$ cat src/rtl/pwrseq_pkg.sv
package pwrseq_pkg;

  typedef enum logic [1:0] {
    MODE_PEND = 2'b00,
    MODE_SW   = 2'b01,
    MODE_HW   = 2'b10
  } mode_e;

  typedef enum logic [2:0] {
    ST_WAIT = 3'd0,
    ST_HW   = 3'd1,
    ST_HOLD = 3'd2,
    ST_RAMP = 3'd3,
    ST_RUN  = 3'd4
  } state_e;

  // Frames in the decision window: base scaled by 1, 2 or 4 with speed.
  function automatic int unsigned window_frames(input logic [1:0] code,
                                                input int unsigned base);
    int unsigned sh;
    sh = (code == 2'b00) ? 0 : ((code == 2'b01) ? 1 : 2);
    return base << sh;
  endfunction

  function automatic mode_e mode_of(input state_e s);
    case (s)
      ST_WAIT: return MODE_PEND;
      ST_HW:   return MODE_HW;
      default: return MODE_SW;
    endcase
  endfunction

  function automatic logic is_low_power(input state_e s);
    return (s == ST_WAIT) || (s == ST_HOLD);
  endfunction

  function automatic logic is_running(input state_e s);
    return (s == ST_HW) || (s == ST_RUN);
  endfunction

endpackage

$ cat src/rtl/pwrseq_edge.sv
module pwrseq_edge #(
  parameter int SYNC_STAGES = 2
) (
  input  logic clk,
  input  logic rst_n,
  input  logic async_in,
  output logic rise
);
  logic [SYNC_STAGES-1:0] sync_q;
  logic                   prev_q;

  genvar g;
  generate
    for (g = 0; g < SYNC_STAGES; g++) begin : g_stage
      if (g == 0) begin : g_first
        always_ff @(posedge clk or negedge rst_n) begin
          if (!rst_n) sync_q[0] <= 1'b0;
          else        sync_q[0] <= async_in;
        end
      end else begin : g_next
        always_ff @(posedge clk or negedge rst_n) begin
          if (!rst_n) sync_q[g] <= 1'b0;
          else        sync_q[g] <= sync_q[g-1];
        end
      end
    end
  endgenerate

  always_ff @(posedge clk or negedge rst_n) begin
    if (!rst_n) prev_q <= 1'b0;
    else        prev_q <= sync_q[SYNC_STAGES-1];
  end

  assign rise = sync_q[SYNC_STAGES-1] & ~prev_q;
endmodule

$ cat src/rtl/pwrseq_window.sv
module pwrseq_window
  import pwrseq_pkg::*;
#(
  parameter int BASE_FRAMES = 512
) (
  input  logic       clk,
  input  logic       rst_n,
  input  logic       active,
  input  logic       frame_edge,
  input  logic [1:0] speed_code,
  output logic       expire
);
  localparam int MAX_FRAMES = BASE_FRAMES * 4;
  localparam int CW         = $clog2(MAX_FRAMES) + 1;

  logic [CW-1:0] cnt_q;
  logic [CW-1:0] len_w;
  logic          last_w;

  assign len_w  = CW'(window_frames(speed_code, BASE_FRAMES));
  assign last_w = (cnt_q >= len_w - CW'(1));
  assign expire = active & frame_edge & last_w;

  always_ff @(posedge clk or negedge rst_n) begin
    if (!rst_n)                    cnt_q <= '0;
    else if (!active)              cnt_q <= '0;
    else if (frame_edge && !last_w) cnt_q <= cnt_q + CW'(1);
  end
endmodule

$ cat src/rtl/pwrseq_ramp.sv
module pwrseq_ramp #(
  parameter int RAMP_CYCLES = 5000
) (
  input  logic clk,
  input  logic rst_n,
  input  logic run,
  output logic ramp_end
);
  localparam int RW = $clog2(RAMP_CYCLES + 1) + 1;

  logic [RW-1:0] cnt_q;

  assign ramp_end = run & (cnt_q == RW'(RAMP_CYCLES - 1));

  always_ff @(posedge clk or negedge rst_n) begin
    if (!rst_n)        cnt_q <= '0;
    else if (!run)     cnt_q <= '0;
    else if (!ramp_end) cnt_q <= cnt_q + RW'(1);
  end
endmodule

$ cat src/rtl/pwrup_seq.sv
module pwrup_seq
  import pwrseq_pkg::*;
#(
  parameter int BASE_FRAMES = 512,
  parameter int RAMP_CYCLES = 5000,
  parameter int SYNC_STAGES = 2
) (
  input  logic       clk,
  input  logic       rst_n,
  input  logic       frame_clk,
  input  logic [1:0] speed_code,
  input  logic       cpen_wr,
  input  logic       pdn_bit,
  output logic [1:0] mode_sel,
  output logic       low_power,
  output logic       pwrup_done
);
  state_e state_q, state_d;

  // Named internal events, visible to the bound checker.
  logic frame_edge;
  logic win_active;
  logic win_expire;
  logic ramp_active;
  logic ramp_end;

  assign win_active  = (state_q == ST_WAIT);
  assign ramp_active = (state_q == ST_RAMP);

  pwrseq_edge #(.SYNC_STAGES(SYNC_STAGES)) u_edge (
    .clk      (clk),
    .rst_n    (rst_n),
    .async_in (frame_clk),
    .rise     (frame_edge)
  );

  pwrseq_window #(.BASE_FRAMES(BASE_FRAMES)) u_win (
    .clk        (clk),
    .rst_n      (rst_n),
    .active     (win_active),
    .frame_edge (frame_edge),
    .speed_code (speed_code),
    .expire     (win_expire)
  );

  pwrseq_ramp #(.RAMP_CYCLES(RAMP_CYCLES)) u_ramp (
    .clk      (clk),
    .rst_n    (rst_n),
    .run      (ramp_active),
    .ramp_end (ramp_end)
  );

  always_comb begin
    state_d = state_q;
    case (state_q)
      ST_WAIT: begin
        if (cpen_wr)         state_d = ST_HOLD;
        else if (win_expire) state_d = ST_HW;
      end
      ST_HW:   if (cpen_wr)  state_d = ST_HOLD;
      ST_HOLD: if (!pdn_bit) state_d = ST_RAMP;
      ST_RAMP: begin
        if (pdn_bit)       state_d = ST_HOLD;
        else if (ramp_end) state_d = ST_RUN;
      end
      ST_RUN:  if (pdn_bit)  state_d = ST_HOLD;
      default:               state_d = ST_WAIT;
    endcase
  end

  always_ff @(posedge clk or negedge rst_n) begin
    if (!rst_n) state_q <= ST_WAIT;
    else        state_q <= state_d;
  end

  assign mode_sel   = mode_of(state_q);
  assign low_power  = is_low_power(state_q);
  assign pwrup_done = is_running(state_q);
endmodule

$ cat config.mk
export PLATFORM = sky130hd
export DESIGN_NAME = pwrup_seq
export DESIGN_NICKNAME = d
export VERILOG_FILES = /design/src/rtl/pwrseq_pkg.sv /design/src/rtl/pwrseq_edge.sv /design/src/rtl/pwrseq_window.sv /design/src/rtl/pwrseq_ramp.sv /design/src/rtl/pwrup_seq.sv
export SDC_FILE = /design/constraint.sdc
export NUM_CORES = 1
export LEC_CHECK = 0
export BUFFER_PORTS_ARGS = -buffer_cell sky130_fd_sc_hd__buf_2
export CORE_MARGIN = 2
export CORE_UTILIZATION = 49
export CTS_CLUSTER_SIZE = 40
export DETAILED_ROUTE_END_ITERATION = 10
export PLACE_DENSITY = 0.69
export SYNTH_ARGS = -nofsm -noshare
export SYNTH_HDL_FRONTEND = slang
export SYNTH_SLANG_ARGS = --single-unit
$ cat constraint.sdc
create_clock -name clk -period 2.2 [get_ports clk]
set_input_delay 0.11 -clock clk [delete_from_list [all_inputs] [get_ports clk]]
set_output_delay 0.11 -clock clk [all_outputs]
set_load 0.02 [all_outputs]
# Word-level counts from Yosys, hierarchy flattened
# Cells that the tools add are included.
# totals
latchBits	0
register_bits	32
memories	0
input_bits	7
mem_bits_ro	0
wordCells	51
mem_bits_rw	0
output_inout_bits	4
# classes
div_mod_pow	0
bitwise_logic	5
muxes	15
shifts	1
multipliers	0
add_sub_neg	3
n_reduce_logical	7
eq_ne	13
order_cmp	1
# op_table
op	n
32-bit two-way mux	1
10-bit by 32-bit << shifter with 12-bit output (first input constant)	1
14-bit two-way mux	2
12-bit two-way mux	2
3-bit two-way mux	7
3-bit case mux with 5 select lines	1
14-bit by 1-bit adder with 14-bit output (second input constant)	1
14-bit by 13-bit == test with 1-bit output (second input constant)	1
12-bit by 1-bit adder with 12-bit output (second input constant)	1
12-bit >= comparator	1
12-bit by 1-bit subtractor with 12-bit output (second input constant)	1
2-bit inequality test (second input constant)	5
3-bit by 2-bit == test with 1-bit output (second input constant)	2
3-bit inequality test (second input constant)	2
5-bit AND reduction	1
1-bit bitwise AND	4
2-bit case mux with 2 select lines	1
3-bit by 1-bit == test with 1-bit output (second input constant)	1
3-bit == test (second input constant)	1
3-bit logical NOT	1
2-bit by 1-bit == test with 1-bit output (second input constant)	1
2-bit logical NOT	1
1-bit logical OR	2
2-bit two-way mux	1
3 further kinds	3

# Longest topological paths before layout
# logic_depth
ltp_word	10
mapped_depth	7
depth_no_buf	7

# Modules after synthesis
# From an unflattened synthesis, not the netlist that was laid out.
# unflattened
cells_unflattened	200
hier_area_um2	1965.6
# modules_own_cells
mod	cells_per_inst	seq_area_each_um2	area_each_um2	n_inst
pwrseq_window	82	300.3	827.0	1
pwrseq_ramp	80	350.3	764.5	1
pwrup_seq	34	75.1	285.3	1
pwrseq_edge	4	75.1	88.8	1

# Worst setup path after synthesis
# Ideal clock, no wire load.
# synth_path
path_type	flip-flop to flip-flop
from	register u_win.cnt_q[11]
to	register u_win.cnt_q[11]
n_path_buf	0
path_slack_ns	0.158
t_required_ns	2.075
setup_ns	0.125
t_arrival_ns	1.917
stages_incl_launch_ff	7
period_less_slack_ns	2.042
cell_sequence	dfrtp_1 > ha_1 > nand3_1 > nor4_2 > nor3_1 > nand3_1 > mux2_2
# synth_between
elab_chain_cells	4
elab_cells_between_ends	7
classes_between	add/sub (1); order compare (1); eq/ne (1); mux (2); reduce/logical (2)
# synth_lines
element	line	rtl
from (decl)	pwrseq_window.sv:16	logic [CW-1:0] cnt_q;
from (signal assigned)	pwrseq_window.sv:27	else if (frame_edge && !last_w) cnt_q <= cnt_q + CW'(1);
12-bit >= comparator	pwrseq_window.sv:21	assign last_w = (cnt_q >= len_w - CW'(1));
1-bit logical NOT	pwrseq_window.sv:27	
1-bit logical AND	pwrseq_window.sv:27	
2-bit inequality test (no source line)	n/a	
# Several ways; a longest one is shown, not always the timed one. The select of a mux whose other input is x is not followed.
# A chain may end at the register's enable or synchronous reset.

# Worst setup path after layout
# layout_path
from	register u_win.cnt_q[10]
to	register u_win.cnt_q[9]
# layout_between
elab_chain_cells	4
# layout_lines
element	line
12-bit >= comparator	pwrseq_window.sv:21
1-bit logical NOT	pwrseq_window.sv:27
1-bit logical AND	pwrseq_window.sv:27
2-bit inequality test (no source line)	n/a
# No other way between the ends.

==> metrics.txt <==
# diodes=0; syn nets=193; first-pass GRT wire length=5900 um; total negative slack=0 ns; Inst Count DP=233; GP Congestion=0.842; compound-gate portion of the synthesized area=0.0794; Final Hold Viols=0; Post-Syn Area=1690 um2; critical path data required time=2.41 ns; Clock Pin Slew Worst Setup and Hold Paths=0.09 ns; Initial Util=0.509; Filler cells=302; LEAKAGE=0.808 nW; final period utilization=0.939; Antenna Violating Nets Remaining=0; detailed placer's ending HPWL=2350 um; Syn. warnings=0; FF+latch count, synth=32; status=finished, final reports clean; FMAX=0.484 GHz; Worst Path Max Fanout=7; Hold WC Path Type=in2reg; Pins Over Slew Limit=0; layout cells sized above 1=0.136; r2r startpoint=u_win.cnt_q[10]; most frequent cells in the layout=nor2_1 (32), dfrtp_1 (32), xnor2_1 (12), nand3_1 (12); critical-path cell list=ha_1 -> a21o_1 -> a211o_1 -> buf_4 -> nor4_1 -> xnor2_1 -> nor2_1; FF/Latch Area=801 um2; Rows=21; initial antenna violation count=0; area of the multi-input gates=842 um2; Final nets=209; DR WL/cell=13.3 um; DR pass1 iterations=4; Avg Inst Size Synth=9.31 um2; Max-slew headroom=0.540; CP Launch Type=register; worst slew pin tran=0.690 ns; Clock Latency Late Sink=0.33 ns; Final setup viols=0; Area Overhead vs Synth=11.4%; adder-cell share of the synthesized area=0.0371; CORE AREA=3310 um2; mux share of post-synthesis cell area=0.0126; r2r endpoint=u_win.cnt_q[9]; 1st-iter DRT viols=104; CTS root buffer=clkbuf_4; max cap viols=0; WP buf/inv=1; Max clock buf depth=2; Unique masters post-synth=38; Vias=1326; port buffer count=10; CTS sink count=32; Total Wirelength=3260 um; Worst Skew=0.00470 ns; simple-gate area share of the yosys netlist=0.269; xor and xnor fraction of the mapped netlist area=0.0935; Hold Path Cell Cnt=2; largest net degree at the start of global routing=33; cts bufs inserted=5; Critical Path Max Stage Delay=0.42 ns; Die X=62.6 um; Final Non-Filler Cells=244; CP arrival=2.28 ns; Hold Path Sink=state_q[1]; CP endpoint kind=register; maximum VDD drop=0.284 mV; vias in the first global route=1360; Pwr Density=621 nW/um2; DRC=0; number of H-tree levels=2; reg-to-reg slack, setup=0.13 ns; Crit Path Category=reg2reg; sequential-to-total area share from yosys stat=0.475; CP top delay family=compound AO/OA/AOI/OAI gates; setup repair after global routing missed its margin=no; Mapped Cells=181; CP max-delay cell=dfrtp_1; GR Util All Layers=0.191; die area=3920 um2; Register-to-Register Path Depth=7; Post-CTS Setup Inserts=0; min-delay src=cpen_wr; vias per std cell=5.43; Congestion Overflow GR=0; num ports=11; TritonCTS clock tree=done; Final min period=2.07 ns; Die Ht=62.6 um; largest family of logic cells by synthesized area=simple AND/OR/NAND/NOR gates
[final cells by class]
class                   instances  share of cell area
repair buffers                 16              0.0547
flip-flops and latches         32               0.427
multi-input cells             138               0.449
clock buffers                   8              0.0313
well taps                      46              0.0307
inverters                       4             0.00800
[flip-flops by register name, indices dropped and copies added (netlist names)]
signal,count
u_win.cnt_q,12
u_edge.sync_q,2
u_ramp.cnt_q,14
state_q,3
u_edge.prev_q,1
[where the power goes]
| group | switching [W] | internal [W] |
|---|---|---|
| Combinational | 0.0000988 | 0.0000595 |
| Sequential | 0.0000387 | 0.000616 |
| Clock | 0.000195 | 0.000158 |
| Total | 0.000333 | 0.000833 |
[repair_timing]
item                       4_1_cts  5_1_grt
hold buffers                     3        0
setup endpoints to repair        0        3
hold endpoints to repair        34        0
gates resized for setup          0        2
[synth_stat cells (all sizes together)]
cell | number | share of area
ha | 5 | 0.037
nor2 | 32 | 0.071
nor3 | 10 | 0.030
or4b | 1 | 0.0059
a21oi | 7 | 0.021
mux2 | 1 | 0.0067
and3 | 4 | 0.016
and3b | 1 | 0.0052
or2 | 2 | 0.0074
conb | 1 | 0.0022
dfrtp | 32 | 0.48
buf | 3 | 0.013
or3 | 4 | 0.015
nand3b | 2 | 0.0089
nand2b | 2 | 0.0074
or4 | 2 | 0.0089
a21o | 1 | 0.0045
o311a | 1 | 0.0059
inv | 4 | 0.0089
nand3 | 12 | 0.036
xor2 | 6 | 0.031
nor3b | 2 | 0.0089
a31oi | 1 | 0.0037
nor4 | 2 | 0.011
xnor2 | 12 | 0.062
clkbuf | 4 | 0.0089
a211o | 1 | 0.0052
o21ai | 9 | 0.027
a221oi | 1 | 0.0089
nand4 | 3 | 0.011
mux2i | 1 | 0.0059
nand2 | 10 | 0.022
and4 | 1 | 0.0052
o22ai | 1 | 0.0037
[worst max-delay path by stage]
stage / start / end / depth (start not counted)
finish: u_win.cnt_q[10] / u_win.cnt_q[9] / 7
global route: u_win.cnt_q[10] / u_win.cnt_q[9] / 7
CTS: u_ramp.cnt_q[10] / state_q[1] / 5
detailed placement: u_ramp.cnt_q[10] / state_q[1] / 5
global placement: u_ramp.cnt_q[10] / state_q[1] / 5
floorplan: u_win.cnt_q[11] / u_win.cnt_q[11] / 6
[metal layers]
metal | track usage | wire length [um] | share of wire | vias up
li1 | - | - | - | 656
met1 | 0.226 | 1480 | 0.45 | 645
met2 | 0.331 | 1620 | 0.50 | 18
met3 | 0.0505 | 101 | 0.031 | 7
met4 | 0.0750 | 59 | 0.018 | 0
met5 | 0 | 0 | 0 | -
[per-stage QoR]
stage               area (um2)  setup slack [ns]  hold WS [ns]  power [W]   util
floorplan                 1690             0.158        -0.186   0.000767      -
global placement          1780             0.146         0.200   0.000809  0.537
detailed placement        1780            0.0643         0.193   0.000822  0.537
CTS                       1870            0.0475        0.0799    0.00117  0.564
global route              1880            0.0121        0.0805    0.00123  0.567
finish                    1880             0.134        0.0820    0.00117  0.567
[cells by family (layout without fill, tap and decap cells)]
| kind of cell | Yosys count | count (layout) |
|---|---|---|
| other | 1 | 1 |
| DFF | 32 | 32 |
| buffers and inverters | 11 | 28 |
| AOI/OAI and AO/OA | 22 | 22 |
| xor gates and xnor gates | 18 | 18 |
| and+or+nand+nor | 90 | 90 |
| muxes | 2 | 2 |
| adders and majority gates | 5 | 5 |
No activity file was read; power rests on OpenSTA's default activity.
